==> src/rtl/dma_ctrl_pkg.sv <==
// Package: shared types for the DMA channel control core.
// Assumes: nothing beyond IEEE 1800-2017.
package dma_ctrl_pkg;

    // Software-programmed enable bits of one channel.
    typedef struct packed {
        logic glb_en;
        logic ch_en;
        logic irq_en;
    } dma_en_t;

    // Width of a selector able to name n sources.
    function automatic int sel_width(input int n);
        return (n > 1) ? $clog2(n) : 1;
    endfunction

endpackage

==> src/rtl/dma_cfg_regs.sv <==
// Module: dma_cfg_regs
// Holds the enable bits and the request-source selector that software writes.
// Assumes: one write strobe carries all fields. Reset clears every field.
module dma_cfg_regs
    import dma_ctrl_pkg::*;
#(
    parameter int SEL_W = 2
) (
    input  logic             clk,
    input  logic             rst_n,
    input  logic             wr,
    input  dma_en_t          en_wdata,
    input  logic [SEL_W-1:0] sel_wdata,
    output dma_en_t          en_q,
    output logic [SEL_W-1:0] sel_q
);

    // Register the configuration on a software write.
    always_ff @(posedge clk) begin
        if (!rst_n) begin
            en_q  <= '0;
            sel_q <= '0;
        end else if (wr) begin
            en_q  <= en_wdata;
            sel_q <= sel_wdata;
        end
    end

endmodule

==> src/rtl/dma_req_gate.sv <==
// Module: dma_req_gate
// Qualifies peripheral strobes against the enables and the selector.
// Folds taken requests into one held flag.
// Assumes: only the serial-port source (SER_SRC) may be taken. A start
// consumes the held flag. A request in the same cycle as a start re-arms it.
module dma_req_gate #(
    parameter int NUM_SRC = 4,
    parameter int SEL_W   = 2,
    parameter int SER_SRC = 2
) (
    input  logic               clk,
    input  logic               rst_n,
    input  logic               glb_en,
    input  logic               ch_en,
    input  logic [SEL_W-1:0]   src_sel,
    input  logic [NUM_SRC-1:0] periph_req,
    input  logic               start_fire,
    output logic               pend_q
);

    localparam logic [NUM_SRC-1:0] SER_MASK = NUM_SRC'(1) << SER_SRC;

    logic [NUM_SRC-1:0] sel_dec;
    logic               req_hit;

    // One-hot decode of the selector, one line per source.
    for (genvar i = 0; i < NUM_SRC; i++) begin : g_dec
        assign sel_dec[i] = (src_sel == SEL_W'(i));
    end

    // Request taken: selected line, serial-port source, both enables on.
    always_comb begin
        req_hit = (|(periph_req & sel_dec & SER_MASK)) & glb_en & ch_en;
    end

    // Held request flag: set on a hit, cleared by a start or a channel disable.
    always_ff @(posedge clk) begin
        if (!rst_n) begin
            pend_q <= 1'b0;
        end else if (!ch_en) begin
            pend_q <= 1'b0;
        end else begin
            pend_q <= (pend_q & ~start_fire) | req_hit;
        end
    end

endmodule

==> src/rtl/dma_xfer_count.sv <==
// Module: dma_xfer_count
// Transfer counter and end flag.
// Assumes: a software load wins over a decrement in the same cycle. The end
// flag sets on the step from 1 to 0. A set wins over a clear in the same cycle.
module dma_xfer_count #(
    parameter int CNT_W = 8
) (
    input  logic             clk,
    input  logic             rst_n,
    input  logic             cnt_wr,
    input  logic [CNT_W-1:0] cnt_wdata,
    input  logic             end_clr,
    input  logic             done_fire,
    output logic [CNT_W-1:0] cnt_q,
    output logic             tend_q
);

    logic last_step;

    // A finished transfer that exhausts the count.
    always_comb begin
        last_step = done_fire & (cnt_q == CNT_W'(1));
    end

    // Counter: load on write, otherwise step down per finished transfer.
    always_ff @(posedge clk) begin
        if (!rst_n) begin
            cnt_q <= '0;
        end else if (cnt_wr) begin
            cnt_q <= cnt_wdata;
        end else if (done_fire) begin
            cnt_q <= cnt_q - CNT_W'(1);
        end
    end

    // End flag: set on the last step, cleared by software.
    always_ff @(posedge clk) begin
        if (!rst_n) begin
            tend_q <= 1'b0;
        end else if (last_step) begin
            tend_q <= 1'b1;
        end else if (end_clr) begin
            tend_q <= 1'b0;
        end
    end

endmodule

==> src/rtl/dma_start_seq.sv <==
// Module: dma_start_seq
// Issues the start pulse and tracks the one transfer in flight.
// Assumes: the bus engine raises done once per start, on some later cycle.
// A done strobe with nothing in flight is ignored.
module dma_start_seq (
    input  logic clk,
    input  logic rst_n,
    input  logic glb_en,
    input  logic ch_en,
    input  logic pend,
    input  logic tend,
    input  logic xfer_done,
    output logic start_fire,
    output logic done_fire,
    output logic busy_q,
    output logic xfer_start
);

    // Start when a request is held, the channel is idle, enabled and not ended.
    always_comb begin
        start_fire = pend & ~busy_q & ~tend & glb_en & ch_en;
        done_fire  = busy_q & xfer_done;
    end

    // In-flight flag and the registered start pulse.
    always_ff @(posedge clk) begin
        if (!rst_n) begin
            busy_q     <= 1'b0;
            xfer_start <= 1'b0;
        end else begin
            xfer_start <= start_fire;
            if (start_fire) begin
                busy_q <= 1'b1;
            end else if (done_fire) begin
                busy_q <= 1'b0;
            end
        end
    end

endmodule

==> src/rtl/dma_chan_ctrl.sv <==
// Module: dma_chan_ctrl (top)
// Control core of one DMA channel. Takes requests, counts transfers, holds
// one request past the end of the count, and raises the end interrupt.
// Assumes: synchronous active-low reset. The bus engine answers each
// xfer_start with exactly one xfer_done.
module dma_chan_ctrl
    import dma_ctrl_pkg::*;
#(
    parameter int NUM_SRC = 4,
    parameter int SER_SRC = 2,
    parameter int CNT_W   = 8,
    localparam int SEL_W  = sel_width(NUM_SRC)
) (
    input  logic               clk,
    input  logic               rst_n,
    input  logic               cfg_wr,
    input  logic               cfg_glb_en,
    input  logic               cfg_ch_en,
    input  logic               cfg_irq_en,
    input  logic [SEL_W-1:0]   cfg_src_sel,
    input  logic               cnt_wr,
    input  logic [CNT_W-1:0]   cnt_wdata,
    input  logic               end_clr,
    input  logic [NUM_SRC-1:0] periph_req,
    input  logic               xfer_done,
    output logic               xfer_start,
    output logic               end_irq
);

    dma_en_t          en_wdata;
    dma_en_t          en_q;
    logic [SEL_W-1:0] sel_q;
    logic             glb_en_q;
    logic             ch_en_q;
    logic             pend_q;
    logic             tend_q;
    logic             busy_q;
    logic             start_fire;
    logic             done_fire;
    logic [CNT_W-1:0] cnt_q;

    // Pack the configuration write fields.
    always_comb begin
        en_wdata.glb_en = cfg_glb_en;
        en_wdata.ch_en  = cfg_ch_en;
        en_wdata.irq_en = cfg_irq_en;
        glb_en_q        = en_q.glb_en;
        ch_en_q         = en_q.ch_en;
    end

    dma_cfg_regs #(.SEL_W(SEL_W)) u_cfg (
        .clk       (clk),
        .rst_n     (rst_n),
        .wr        (cfg_wr),
        .en_wdata  (en_wdata),
        .sel_wdata (cfg_src_sel),
        .en_q      (en_q),
        .sel_q     (sel_q)
    );

    dma_req_gate #(.NUM_SRC(NUM_SRC), .SEL_W(SEL_W), .SER_SRC(SER_SRC)) u_gate (
        .clk        (clk),
        .rst_n      (rst_n),
        .glb_en     (glb_en_q),
        .ch_en      (ch_en_q),
        .src_sel    (sel_q),
        .periph_req (periph_req),
        .start_fire (start_fire),
        .pend_q     (pend_q)
    );

    dma_start_seq u_seq (
        .clk        (clk),
        .rst_n      (rst_n),
        .glb_en     (glb_en_q),
        .ch_en      (ch_en_q),
        .pend       (pend_q),
        .tend       (tend_q),
        .xfer_done  (xfer_done),
        .start_fire (start_fire),
        .done_fire  (done_fire),
        .busy_q     (busy_q),
        .xfer_start (xfer_start)
    );

    dma_xfer_count #(.CNT_W(CNT_W)) u_cnt (
        .clk       (clk),
        .rst_n     (rst_n),
        .cnt_wr    (cnt_wr),
        .cnt_wdata (cnt_wdata),
        .end_clr   (end_clr),
        .done_fire (done_fire),
        .cnt_q     (cnt_q),
        .tend_q    (tend_q)
    );

    // End interrupt follows the end flag, gated by its enable.
    always_comb begin
        end_irq = tend_q & en_q.irq_en;
    end

endmodule

==> config.mk <==
export PLATFORM = sky130hd
export DESIGN_NAME = dma_chan_ctrl
export DESIGN_NICKNAME = d
export VERILOG_FILES = /design/src/rtl/dma_ctrl_pkg.sv /design/src/rtl/dma_cfg_regs.sv /design/src/rtl/dma_req_gate.sv /design/src/rtl/dma_xfer_count.sv /design/src/rtl/dma_start_seq.sv /design/src/rtl/dma_chan_ctrl.sv
export SDC_FILE = /design/constraint.sdc
export NUM_CORES = 1
export LEC_CHECK = 0
export ABC_AREA = 1
export BUFFER_PORTS_ARGS = -buffer_cell sky130_fd_sc_hd__buf_2
export CAP_MARGIN = 40
export CORE_MARGIN = 1.5
export CORE_UTILIZATION = 52
export CTS_BUF_LIST = sky130_fd_sc_hd__clkbuf_4 sky130_fd_sc_hd__clkbuf_8
export DETAILED_ROUTE_END_ITERATION = 6
export PLACE_DENSITY = 0.91
export SYNTH_ARGS = -nofsm -noshare
export SYNTH_HDL_FRONTEND = slang
export SYNTH_SLANG_ARGS = --single-unit
==> constraint.sdc <==
create_clock -name clk -period 1.3 [get_ports clk]
set_input_delay 0.13 -clock clk [delete_from_list [all_inputs] [get_ports clk]]
set_output_delay 0.13 -clock clk [all_outputs]
set_load 0.1 [all_outputs]
; Yosys cells after proc, flatten, opt, wreduce, memory -nomap -nowiden
; Index checks and enable logic that the tools add are counted.
[totals]
register_bits = 17
in_bits = 23
out_inout_bits = 2
elab_cells = 39
[op_classes]
n_addsub = 1
n_eq_ne = 3
muxes = 6
n_bitwise = 15
reduce_logical = 5
[op_table]
columns = operator, count
row1 = $mux W8, 2
row2 = $and A1 B1 Y1, 10
row3 = $eq A8 B1 Y1 const B, 1
row4 = $sub A8 B1 Y8 const B, 1
row5 = $reduce_bool A2 Y1, 3
row6 = $mux W1, 4
row7 = $and A3 B3 Y3, 1
row8 = $not A1 Y1, 3
row9 = $eq A2 B1 Y1 const B, 1
row10 = $eq A2 B2 Y1 const B, 1
row11 = $logic_not A2 Y1, 1
row12 = $reduce_and A2 Y1, 1
row13 = $or A1 B1 Y1, 1

; Logic depth before layout (Yosys ltp)
; Gate-level depths: netlist (run 1).
[depth]
ltp_word = 8
ltp_mapped = 8
depth_no_buf = 8

; Hierarchy
; A second synthesis (run 1) with hierarchy kept.
[unflattened]
cells_unflattened = 144
area_unflattened_um2 = 967.2
[modules_own_cells]
columns = module, n_inst, cells_per_inst, area_per_inst_um2, seq_area_each_um2
row1 = dma_xfer_count, 1, 87, 585.6, 180.2
row2 = dma_cfg_regs, 1, 31, 205.2, 100.1
row3 = dma_start_seq, 1, 14, 107.6, 40.0
row4 = dma_req_gate, 1, 10, 61.3, 20.0
row5 = dma_chan_ctrl, 1, 2, 7.5, 0.0

; Worst setup path before layout (run 1)
; Ideal clock, no wire load.
[synth_timing]
path_type = flip-flop to output port
from = reg u_cnt.tend_q
to = out end_irq
arrival_time_ns = 0.960
slack_ns = 0.210
stages_incl_launch_ff = 3
path_buffers = 0
path_cell_list = dfxtp_1 nand2_1 inv_1
[synth_between]
elab_chain_len = 1
[synth_lines]
columns = element, line
row1 = start: declaration, dma_xfer_count.sv:15  ; output logic tend_q
row2 = start signal: assignment, dma_xfer_count.sv:39  ; tend_q <= 1'b0;
row3 = start signal: assignment, dma_xfer_count.sv:41  ; tend_q <= 1'b1;
row4 = start signal: assignment, dma_xfer_count.sv:43  ; tend_q <= 1'b0;
row5 = $and A1 B1 Y1, dma_chan_ctrl.sv:99  ; end_irq = tend_q & en_q.irq_en;
row6 = end: declaration, dma_chan_ctrl.sv:27  ; output logic end_irq
; No other way between the ends.

; Worst setup path in the final report (run 1)
; Same ends and word-level chain as after synthesis.

==> flow_metrics.tcl, run 1 <==
set metrics [dict create \
    pin_count 25 \
    wl_per_cell_um 11.0 \
    ys_ff_latch 17 \
    yosysUniqueCellTypes 20 \
    fillers 140 \
    grt_max_degree 14 \
    ys_warn_count 0 \
    vias 872 \
    path_cells "nand2_1, inv_1, buf_4" \
    clk_pin_slew_ns 0.10 \
    start_util_pct 56.6 \
    numCtsBuffers 3 \
    die_w_um 44.0 \
    cts_hold_buf 0 \
    hold_path.class "in2reg" \
    drtIter0Drc 29 \
    clock-sinks 17 \
    final_util_pct 66.2 \
    slew_viol_final 0 \
    clk_path_buf_depth 2 \
    max_cap_violations 0 \
    ant_nets 0 \
    power.density_nw_per_um2 1020 \
    dp_hpwl_um 1400 \
    report.power.total_mw 1.04 \
    finalHoldViolations 0 \
    die-area_um2 1930 \
    min_period_ns 1.16 \
    root_buffer "clkbuf_4" \
    layout_common_cells "nand2_1 (24), nor2_1 (22), buf_2 (20)" \
    overflow 0 \
    critPathMaxStageDelay_ns 0.36 \
    die_h_um 44.0 \
    core_um2 1540 \
    grt_pass1_vias 806 \
    gp_congestion 0.832 \
    drt-total-wl_um 1840 \
    pre_cts_ws_ns 0.112 \
    synthCells 128 \
    tightest_slew_ns 0.482 \
    fin_skew_ns 0.00316 \
    period_share_pct 89.6 \
    required_ns 1.17 \
    power.leakage_nw 0.503 \
    portBuffers 21 \
    area.growth.synth_to_final_pct 17.1 \
    fin_cells 168 \
    critPathBufInv 2 \
    first_pass_iters 4 \
    register_area_um2 343 \
    fin_ws_ns 0.135 \
    critPathArrivalTime_ns 1.03 \
    final_area_um2 1020 \
    tns_ns 0 \
    rsz0062_at_grt "no" \
    nets 178 \
    ir_drop_uv 733 \
    crit_type "reg2out" \
    clock_latency_ns 0.29 \
    avgSynthCellArea_um2 6.81 \
    end_kind "output pin" \
    critPathTopFamily "flip-flops" \
    crit_slowest_cell "dfxtp_1" \
    drive_above_1_share_pct 27.0 \
    fin_hold_ws_ns 0.0604 \
    setup_viol 0 \
    slew_headroom_pct 68.1 \
    r2r_setup_slack_ns 0.19 \
    fp-row-count 14 \
    ys_seq_area_share_pct 39.0 \
    syn_nets 153 \
    cts_tree "built" \
    grt_pass1_wl_um 3140 \
    final_common_cell "nand2_1" \
    cp-start-kind "register" \
    antenna_found_initial 0 \
    multiInputGateArea_um2 452 \
    cp_max_fo 3 \
    drc 0 \
    outcome "finished, final reports clean" \
    max_freq_mhz 858 \
    place_inst 164 \
    viasPerCell 5.19 \
    dpl-instance-area_um2 986 \
    synth_area_um2 872 \
    htreeDepth 1 \
    grt.total_usage_pct 21.8 \
    insertedDiodeCount 0 \
]
-- layer usage --
layer  wire length, µm  track usage (%)
met5                 0                0
met3                97             3.75
met2               926             34.7
met1               805             28.5
met4                10             10.3
-- state kept, by name, indices dropped and copies added, names as in the netlist --
register	cells
u_cfg.en_q	3
u_cnt.tend_q	1
u_gate.pend_q	1
u_cnt.cnt_q	8
u_seq.busy_q	1
u_cfg.sel_q	2
u_seq.xfer_start	1
-- worst register-to-register path, cell delays in order, from the launching register on --
cell and delay (ns):
dfxtp_2 0.37, inv_2 0.06, ha_2 0.21, nand2_1 0.08, xor2_1 0.14, nand2_1 0.06, a21oi_1 0.12
-- logic make-up after synthesis --
family                   share of synthesized area (%)
flip-flops                                        39.0
AND/OR/NAND/NOR                                   34.1
XOR/XNOR                                          2.01
buffers and inverters                             9.47
adder cells (fa/ha/maj)                           2.87
AO/OA/AOI/OAI                                     12.5
-- final timing paths --
check | startpoint | endpoint | depth (start not counted)
setup / recovery | u_cnt.tend_q | end_irq | 3
hold / removal | cfg_irq_en | u_cfg.en_q[0] | 3
setup reg to reg | u_cnt.cnt_q[0] | u_cnt.cnt_q[4] | 6
hold reg to reg | u_cfg.en_q[1] | u_gate.pend_q | 2
-- synthesized netlist by cell type, drive strengths merged --
cell type	number	area share, %
a21oi	10	5.7
xor2	2	2.0
nor3b	1	0.86
buf	1	1.3
nand2	28	14
inv	19	8.2
dfxtp	17	39
ha	2	2.9
a31oi	1	0.72
nor3	1	1.1
nand4	2	1.4
nand3	8	4.6
o21ai	9	5.2
a22oi	1	0.86
nor2	26	12
-- final cells by class --
| class | count | area share (%) |
|---|---|---|
| tap | 16 | 1.96 |
| clock buffer | 3 | 2.21 |
| timing repair buffer | 21 | 10.5 |
| clock inverter | 1 | 0.490 |
| multi-input combinational | 91 | 44.2 |
| inverter | 19 | 6.99 |
| sequential | 17 | 33.6 |
-- power by group --
part	switching, mW	leakage (nW)	internal [mW]	total (mW)
Sequential	0.0197	0.141	0.549	0.569
Clock	0.171	0.0177	0.115	0.286
Combinational	0.108	0.344	0.0742	0.182
Total	0.299	0.503	0.738	1.04
-- timing repair --
item,4_1_cts,5_1_grt
setup endpoints to repair,1,1
buffers inserted,0,0
gates resized for setup,1,3
(Power assumes the default switching activity.)
==> inputs of run 2 (changes only) <==
--- a/config.mk
+++ b/config.mk
@@ -5,14 +5,15 @@
 export SDC_FILE = /design/constraint.sdc
 export NUM_CORES = 1
 export LEC_CHECK = 0
-export ABC_AREA = 1
 export BUFFER_PORTS_ARGS = -buffer_cell sky130_fd_sc_hd__buf_2
 export CAP_MARGIN = 40
 export CORE_MARGIN = 1.5
 export CORE_UTILIZATION = 52
 export CTS_BUF_LIST = sky130_fd_sc_hd__clkbuf_4 sky130_fd_sc_hd__clkbuf_8
 export DETAILED_ROUTE_END_ITERATION = 6
+export HOLD_SLACK_MARGIN = 0.15
 export PLACE_DENSITY = 0.91
 export SYNTH_ARGS = -nofsm -noshare
 export SYNTH_HDL_FRONTEND = slang
+export SYNTH_HIERARCHICAL = 1
 export SYNTH_SLANG_ARGS = --single-unit
==> run 2 against run 1 <==
The run now ends with setup timing left. Clock power barely moved. Worst hold slack better by 0.091 ns. Register-to-register slack got worse by 0.23 ns. Critical endpoint is now u_cnt/cnt_q[6]. Final area up 20%. Sequential power hardly changed. Clock skew grew 0.00086 ns. Largest power group unchanged. Highest routed layer unchanged.
==> flow_metrics.tcl, run 2 <==
set metrics [dict create \
    dp_hpwl_um 1270 \
    ys.flop_type "dfxtp_1" \
    insertedDiodeCount 0 \
    crit_type "reg2reg" \
    yosys-top-cells-count "dfxtp_1 (17), nand2_1 (8), nor2b_1 (7)" \
    grt_pass1_wl_um 3220 \
    fillers 90 \
    synth-compound-area-share_pct 16.1 \
    clock_latency_ns 0.29 \
    fin_skew_ns 0.00402 \
    outcome "finished with violations" \
    final_area_um2 1220 \
    first_pass_iters 4 \
    root_buffer "clkbuf_4" \
    hold_path.class "in2reg" \
    final_util_pct 80.1 \
    ir_drop_uv 806 \
    max_freq_mhz 747 \
    setup_viol 1 \
    cts_tree "built" \
    fin_cells 151 \
    start_util_pct 56.7 \
    synth_top_family_by_area "simple AND/OR/NAND/NOR gates" \
    avgSynthCellArea_um2 9.20 \
    rsz0062_at_grt "yes" \
    area.growth.synth_to_final_pct 41.2 \
    place_inst 135 \
    end_kind "register" \
    vias 824 \
    tightest_slew_ns 0.482 \
    slew_headroom_pct 68.1 \
    reg_top3 "u_cnt/cnt_q x8, u_cfg/en_q x3, u_cfg/sel_q x2" \
    synth_edf_count 0 \
    fp-row-count 14 \
    pin_count 25 \
    antenna_found_initial 0 \
    fin_ws_ns -0.0381 \
    wl_per_cell_um 13.2 \
    core_um2 1520 \
    synth_most_common_cell "dfxtp_1" \
    die_w_um 43.8 \
    synthSimpleGateAreaFrac_pct 28.4 \
    cp-start-kind "register" \
    synth_xor_area_share_pct 3.04 \
    final_common_cell "buf_2" \
    drt-total-wl_um 1990 \
    min_period_ns 1.34 \
    drtIter0Drc 28 \
    max_cap_violations 0 \
    synth.area.top_cells "dfxtp_1 (39%), mux2i_1 (5.8%), nor2b_1 (5.1%), nand2_1 (3.5%), nor4b_2 (3.5%)" \
    drive_above_1_share_pct 35.6 \
    die-area_um2 1920 \
    period_share_pct 103 \
    viasPerCell 5.46 \
    nets 161 \
    cp_max_fo 3 \
    synth_mux_area_share_pct 5.79 \
    clock-sinks 17 \
    required_ns 1.53 \
    synthCells 94 \
    ys_seq_area_share_pct 39.4 \
    largest_reg_flops 8 \
    ys_warn_count 6 \
    grt.total_usage_pct 23.2 \
    violations "setup timing" \
    synth_area_um2 865 \
    drc 0 \
    power.leakage_nw 0.509 \
    multiInputGateArea_um2 512 \
    portBuffers 21 \
    ys_ff_latch 17 \
    critPathArrivalTime_ns 1.56 \
    clk_path_buf_depth 2 \
    dpl-instance-area_um2 1060 \
    numCtsBuffers 3 \
    ys_async_sr_fraction_pct 0 \
    die_h_um 43.8 \
    top_register "u_cnt/cnt_q" \
    yosysTopAreaCell "dfxtp_1" \
    clk_pin_slew_ns 0.10 \
    report.power.total_mw 1.03 \
    gp_congestion 0.805 \
    synth_fa_ha_area_share_pct 2.89 \
    yosysUniqueCellTypes 34 \
    register_area_um2 345 \
    finalHoldViolations 0 \
    layout_common_cells "buf_2 (20), dfxtp_1 (13), dlygate4sd3_1 (11)" \
    grt_pass1_vias 780 \
    syn_nets 119 \
    slew_viol_final 0 \
    ant_nets 0 \
    htreeDepth 1 \
    power.density_nw_per_um2 847 \
    overflow 0 \
    synth_top_area_share_pct 39.4 \
    grt_max_degree 20 \
]
==> run 2: metal layers <==
layer | vias to the layer above | wire length (µm) | share of wire, % | GRT usage (%)
li1 | 417 | - | - | -
met1 | 375 | 811 | 41 | 24.0
met2 | 28 | 1080 | 54 | 44.4
met3 | 4 | 74 | 3.7 | 2.50
met4 | 0 | 31 | 1.6 | 12.7
met5 | - | 0 | 0 | 0
==> run 2: path summary, 6_finish.rpt <==
path,from,to,slack [ns],cells after the start
setup / recovery,u_cnt/cnt_q[3],u_cnt/cnt_q[6],-0.04,3
hold / removal,cnt_wdata[0],u_cnt/cnt_q[0],0.15,4
setup reg to reg,u_cnt/cnt_q[3],u_cnt/cnt_q[6],-0.04,3
hold reg to reg,u_cfg/en_q[1],u_gate/pend_q,0.47,2
==> run 2: critical path, cell delays in order, from the launching register on <==
cell	delay [ns]
dfxtp_2	0.34
or3_4	0.38
or4_1	0.40
a31oi_1	0.15
==> run 2: repair_timing <==
action | in CTS | in global routing
pin swaps | 0 | 5
endpoints found under the setup margin | 2 | 6
setup buffers | 1 | 0
hold endpoints to repair | 10 | 1
resized for setup | 1 | 7
hold buffers | 10 | 1
==> run 2: report_power, final <==
part / internal, mW / switching (mW) / total (mW)
clock network: 0.115 / 0.168 / 0.283
logic: 0.108 / 0.0729 / 0.181
registers: 0.547 / 0.0236 / 0.570
total: 0.769 / 0.265 / 1.03
==> run 2: cell families after synthesis <==
logic type	Yosys count
AND/OR/NAND/NOR	38
AO/OA/AOI/OAI	21
flip-flops	17
buffers and inverters	8
multiplexers	5
XOR/XNOR	3
adder cells (fa/ha/maj)	2
==> run 2: layout make-up <==
| cell class | instances | area share (%) |
|---|---|---|
| Multi-Input combinational cell | 69 | 41.9 |
| Inverter | 3 | 0.922 |
| Timing Repair Buffer | 42 | 25.0 |
| Sequential cell | 17 | 28.3 |
| Tap cell | 16 | 1.64 |
| Clock buffer | 3 | 1.84 |
| Clock inverter | 1 | 0.410 |
==> run 2: per-stage QoR <==
| step | setup TNS [ns] | setup slack (ns) | hold WS, ns |
|---|---|---|---|
| after CTS | -0.0270 | -0.0270 | 0.151 |
| after global placement | 0 | 0.0418 | 0.390 |
| after floorplan | 0 | 0.00626 | 0.253 |
| final | -0.0381 | -0.0381 | 0.151 |
| after global routing | -0.200 | -0.0983 | 0.172 |
| after detailed placement | -0.00781 | -0.00781 | 0.395 |
==> inputs of run 3 (changes only) <==
--- a/config.mk
+++ b/config.mk
@@ -5,14 +5,15 @@
 export SDC_FILE = /design/constraint.sdc
 export NUM_CORES = 1
 export LEC_CHECK = 0
+export ABC_AREA = 1
 export BUFFER_PORTS_ARGS = -buffer_cell sky130_fd_sc_hd__buf_2
 export CAP_MARGIN = 40
 export CORE_MARGIN = 1.5
-export CORE_UTILIZATION = 52
+export CORE_UTILIZATION = 54
 export CTS_BUF_LIST = sky130_fd_sc_hd__clkbuf_4 sky130_fd_sc_hd__clkbuf_8
 export DETAILED_ROUTE_END_ITERATION = 6
 export HOLD_SLACK_MARGIN = 0.15
-export PLACE_DENSITY = 0.91
+export PLACE_DENSITY = 0.92
 export SYNTH_ARGS = -nofsm -noshare
 export SYNTH_HDL_FRONTEND = slang
 export SYNTH_HIERARCHICAL = 1
==> run 3 against run 2 <==
The flow now finishes without violations. Clock skew increased by 0.0043 ns. Critical path depth unchanged. Register-to-register slack improved by 0.15 ns. Clock power increased by 3%. Synthesized area increased by 12%. Setup slack improved by 0.13 ns. Routed wire length increased by 10%. Via count increased by 16%.
==> flow_metrics.tcl, run 3 <==
set metrics [dict create \
    clock-sinks 17 \
    rr_endpoint "u_cnt/cnt_q[2]" \
    die_w_um 45.3 \
    overflow 0 \
    reg_top3 "u_cnt/cnt_q x8, u_cfg/en_q x3, u_cfg/sel_q x2" \
    hold_path.class "in2reg" \
    numCtsBuffers 3 \
    clock_latency_ns 0.28 \
    grt.total_usage_pct 22.1 \
    die-area_um2 2050 \
    syn_nets 169 \
    ys_warn_count 6 \
    critPathTopFamily "flip-flops" \
    avgSynthCellArea_um2 6.72 \
    synthCells 144 \
    max_cap_violations 0 \
    htreeDepth 1 \
    slew_viol_final 0 \
    critPathMaxStageDelay_ns 0.41 \
    nets 201 \
    ant_nets 0 \
    end_kind "output pin" \
    synth.area.top_cells "dfxtp_1 (35%), nand2_1 (12%), inv_1 (10%), nor2_1 (7.4%), nand3_1 (4.1%)" \
    largest_reg_flops 8 \
    min_period_ns 1.21 \
    crit_slowest_cell "dfxtp_1" \
    antenna_found_initial 0 \
    r2r-start "u_cnt/cnt_q[0]" \
    synth_area_um2 967 \
    ir_drop_uv 634 \
    portBuffers 21 \
    synth_top_area_share_pct 35.2 \
    clk_pin_slew_ns 0.09 \
    dp_hpwl_um 1420 \
    cp-start-kind "register" \
    critPathBufInv 2 \
    ys_async_sr_fraction_pct 0 \
    min_from "end_clr" \
    dpl-instance-area_um2 1100 \
    grt_pass1_wl_um 3270 \
    drive_above_1_share_pct 32.0 \
    grt_max_degree 14 \
    vias 958 \
    cts_tree "built" \
    yosys-top-cells-count "nand2_1 (31), inv_1 (26), nor2_1 (19)" \
    clk_path_buf_depth 2 \
    r2r_cells 9 \
    fin_ws_ns 0.0929 \
    start_util_pct 56.6 \
    required_ns 1.17 \
    cp_max_fo 3 \
    final_common_cell "nand2_1" \
    ys.flop_type "dfxtp_1" \
    crit_type "reg2out" \
    first_pass_iters 4 \
    wl_per_cell_um 11.0 \
    outcome "finished, final reports clean" \
    yosysTopAreaCell "dfxtp_1" \
    final_area_um2 1230 \
    layout_common_cells "nand2_1 (31), inv_1 (23), buf_2 (19)" \
    min_path_cells 4 \
    tns_ns 0 \
    slew_headroom_pct 68.0 \
    period_share_pct 92.9 \
    insertedDiodeCount 0 \
    synth_edf_count 0 \
    synth_most_common_cell "nand2_1" \
    hold_end "u_cnt/tend_q" \
    area.growth.synth_to_final_pct 27.2 \
    critPathArrivalTime_ns 1.08 \
    r2r_setup_slack_ns 0.11 \
    fin_skew_ns 0.00837 \
    yosysUniqueCellTypes 21 \
    pin_count 25 \
    die_h_um 45.3 \
    ys_seq_area_share_pct 35.2 \
    drtIter0Drc 62 \
    fp-row-count 15 \
    drc 0 \
    ys_ff_latch 17 \
    power.density_nw_per_um2 863 \
    path_cells "nand2_1, inv_1, buf_12" \
    top_register "u_cnt/cnt_q" \
    setup_viol 0 \
    grt_pass1_vias 848 \
    power.leakage_nw 0.633 \
    fillers 123 \
    core_um2 1710 \
    max_freq_mhz 828 \
    pre_cts_ws_ns -0.00661 \
    root_buffer "clkbuf_4" \
    finalHoldViolations 0 \
    gp_congestion 0.886 \
    drt-total-wl_um 2200 \
    tightest_slew_ns 0.484 \
    viasPerCell 4.79 \
]
-- run 3: changes by cell type in the layout (fill, tap and decap cells not counted), sizes merged, moves of 4 or more --
cell / before / now
nor2: 2 / 27
and2: 4 / 0
nand3: 0 / 9
nor2b: 7 / 0
mux2i: 5 / 0
buf: 31 / 24
inv: 3 / 31
a22oi: 0 / 4
nand2: 8 / 34
dlygate4sd3: 11 / 5
-- run 3: metal layers --
| metal | up-vias | GRT usage, % | wire length (µm) |
|---|---|---|---|
| met5 | - | 0 | 0 |
| met2 | 45 | 41.1 | 1150 |
| met1 | 406 | 24.1 | 912 |
| li1 | 505 | - | - |
| met4 | 0 | 9.41 | 14 |
| met3 | 2 | 3.60 | 117 |
-- run 3: repair_timing --
action,CTS,global route
setup buffers,0,4
endpoints found under the setup margin,1,7
cloned,0,0
hold buffers,5,0
resized for setup,1,10
hold endpoints to repair,5,0
pin swaps,0,3
-- run 3: worst max path at each step --
stage                         from              to  slack, ns  depth (start not counted)
floorplan           u_cnt/cnt_q[0]  u_cnt/cnt_q[4]       0.15                          9
global placement    u_cnt/cnt_q[0]  u_cnt/cnt_q[4]       0.08                          9
detailed placement  u_cnt/cnt_q[0]  u_cnt/cnt_q[4]     -0.007                          9
CTS                 u_cnt/cnt_q[0]  u_cnt/cnt_q[4]       0.01                          9
global route        u_cnt/cnt_q[0]  u_cnt/cnt_q[2]     -0.006                          9
finish                u_cnt/tend_q         end_irq       0.09                          3
-- run 3: cells by family (layout without fill, tap and decap cells) --
group | Yosys count | in the layout | synth area share [%]
flops | 17 | 17 | 35.2
compound gates | 19 | 19 | 12.5
buf+inv | 33 | 64 | 14.4
fa+ha+maj | 2 | 2 | 2.59
simple gates | 73 | 73 | 35.3
-- run 3: worst reg2reg max path, cell delays in order (launching register included) --
cell     delay, ns
dfxtp_4       0.37
inv_2         0.05
ha_4          0.17
inv_1         0.06
nor2_2        0.04
buf_4         0.13
nand2_2       0.06
nand2_1       0.05
o21ai_1       0.13
inv_1         0.05
-- run 3: final cells by class --
cell class / instances / area [µm²] / share of cell area, %
Clock buffer: 4 / 30.0 / 2.44
Inverter: 31 / 116 / 9.46
Timing Repair Buffer: 29 / 195 / 15.9
Tap cell: 25 / 31.3 / 2.54
Sequential cell: 17 / 345 / 28.1
Multi-Input combinational cell: 94 / 512 / 41.6
-- run 3: per-stage QoR --
stage | util, % | power (mW) | std cells | hold slack (ns)
floorplan | - | 0.695 | 144 | 0.234
global route | 72.0 | 1.12 | 200 | 0.157
global placement | 64.2 | 0.739 | 188 | 0.414
CTS | 69.0 | 1.04 | 197 | 0.151
detailed placement | 64.2 | 0.747 | 188 | 0.432
finish | 72.0 | 1.06 | 200 | 0.151
-- run 3: report_power, final --
group,total [mW],leakage [nW],internal [mW],switching (mW)
clock network,0.291,0.0184,0.140,0.151
registers,0.565,0.141,0.545,0.0207
logic,0.205,0.474,0.0924,0.113
total,1.06,0.633,0.777,0.284
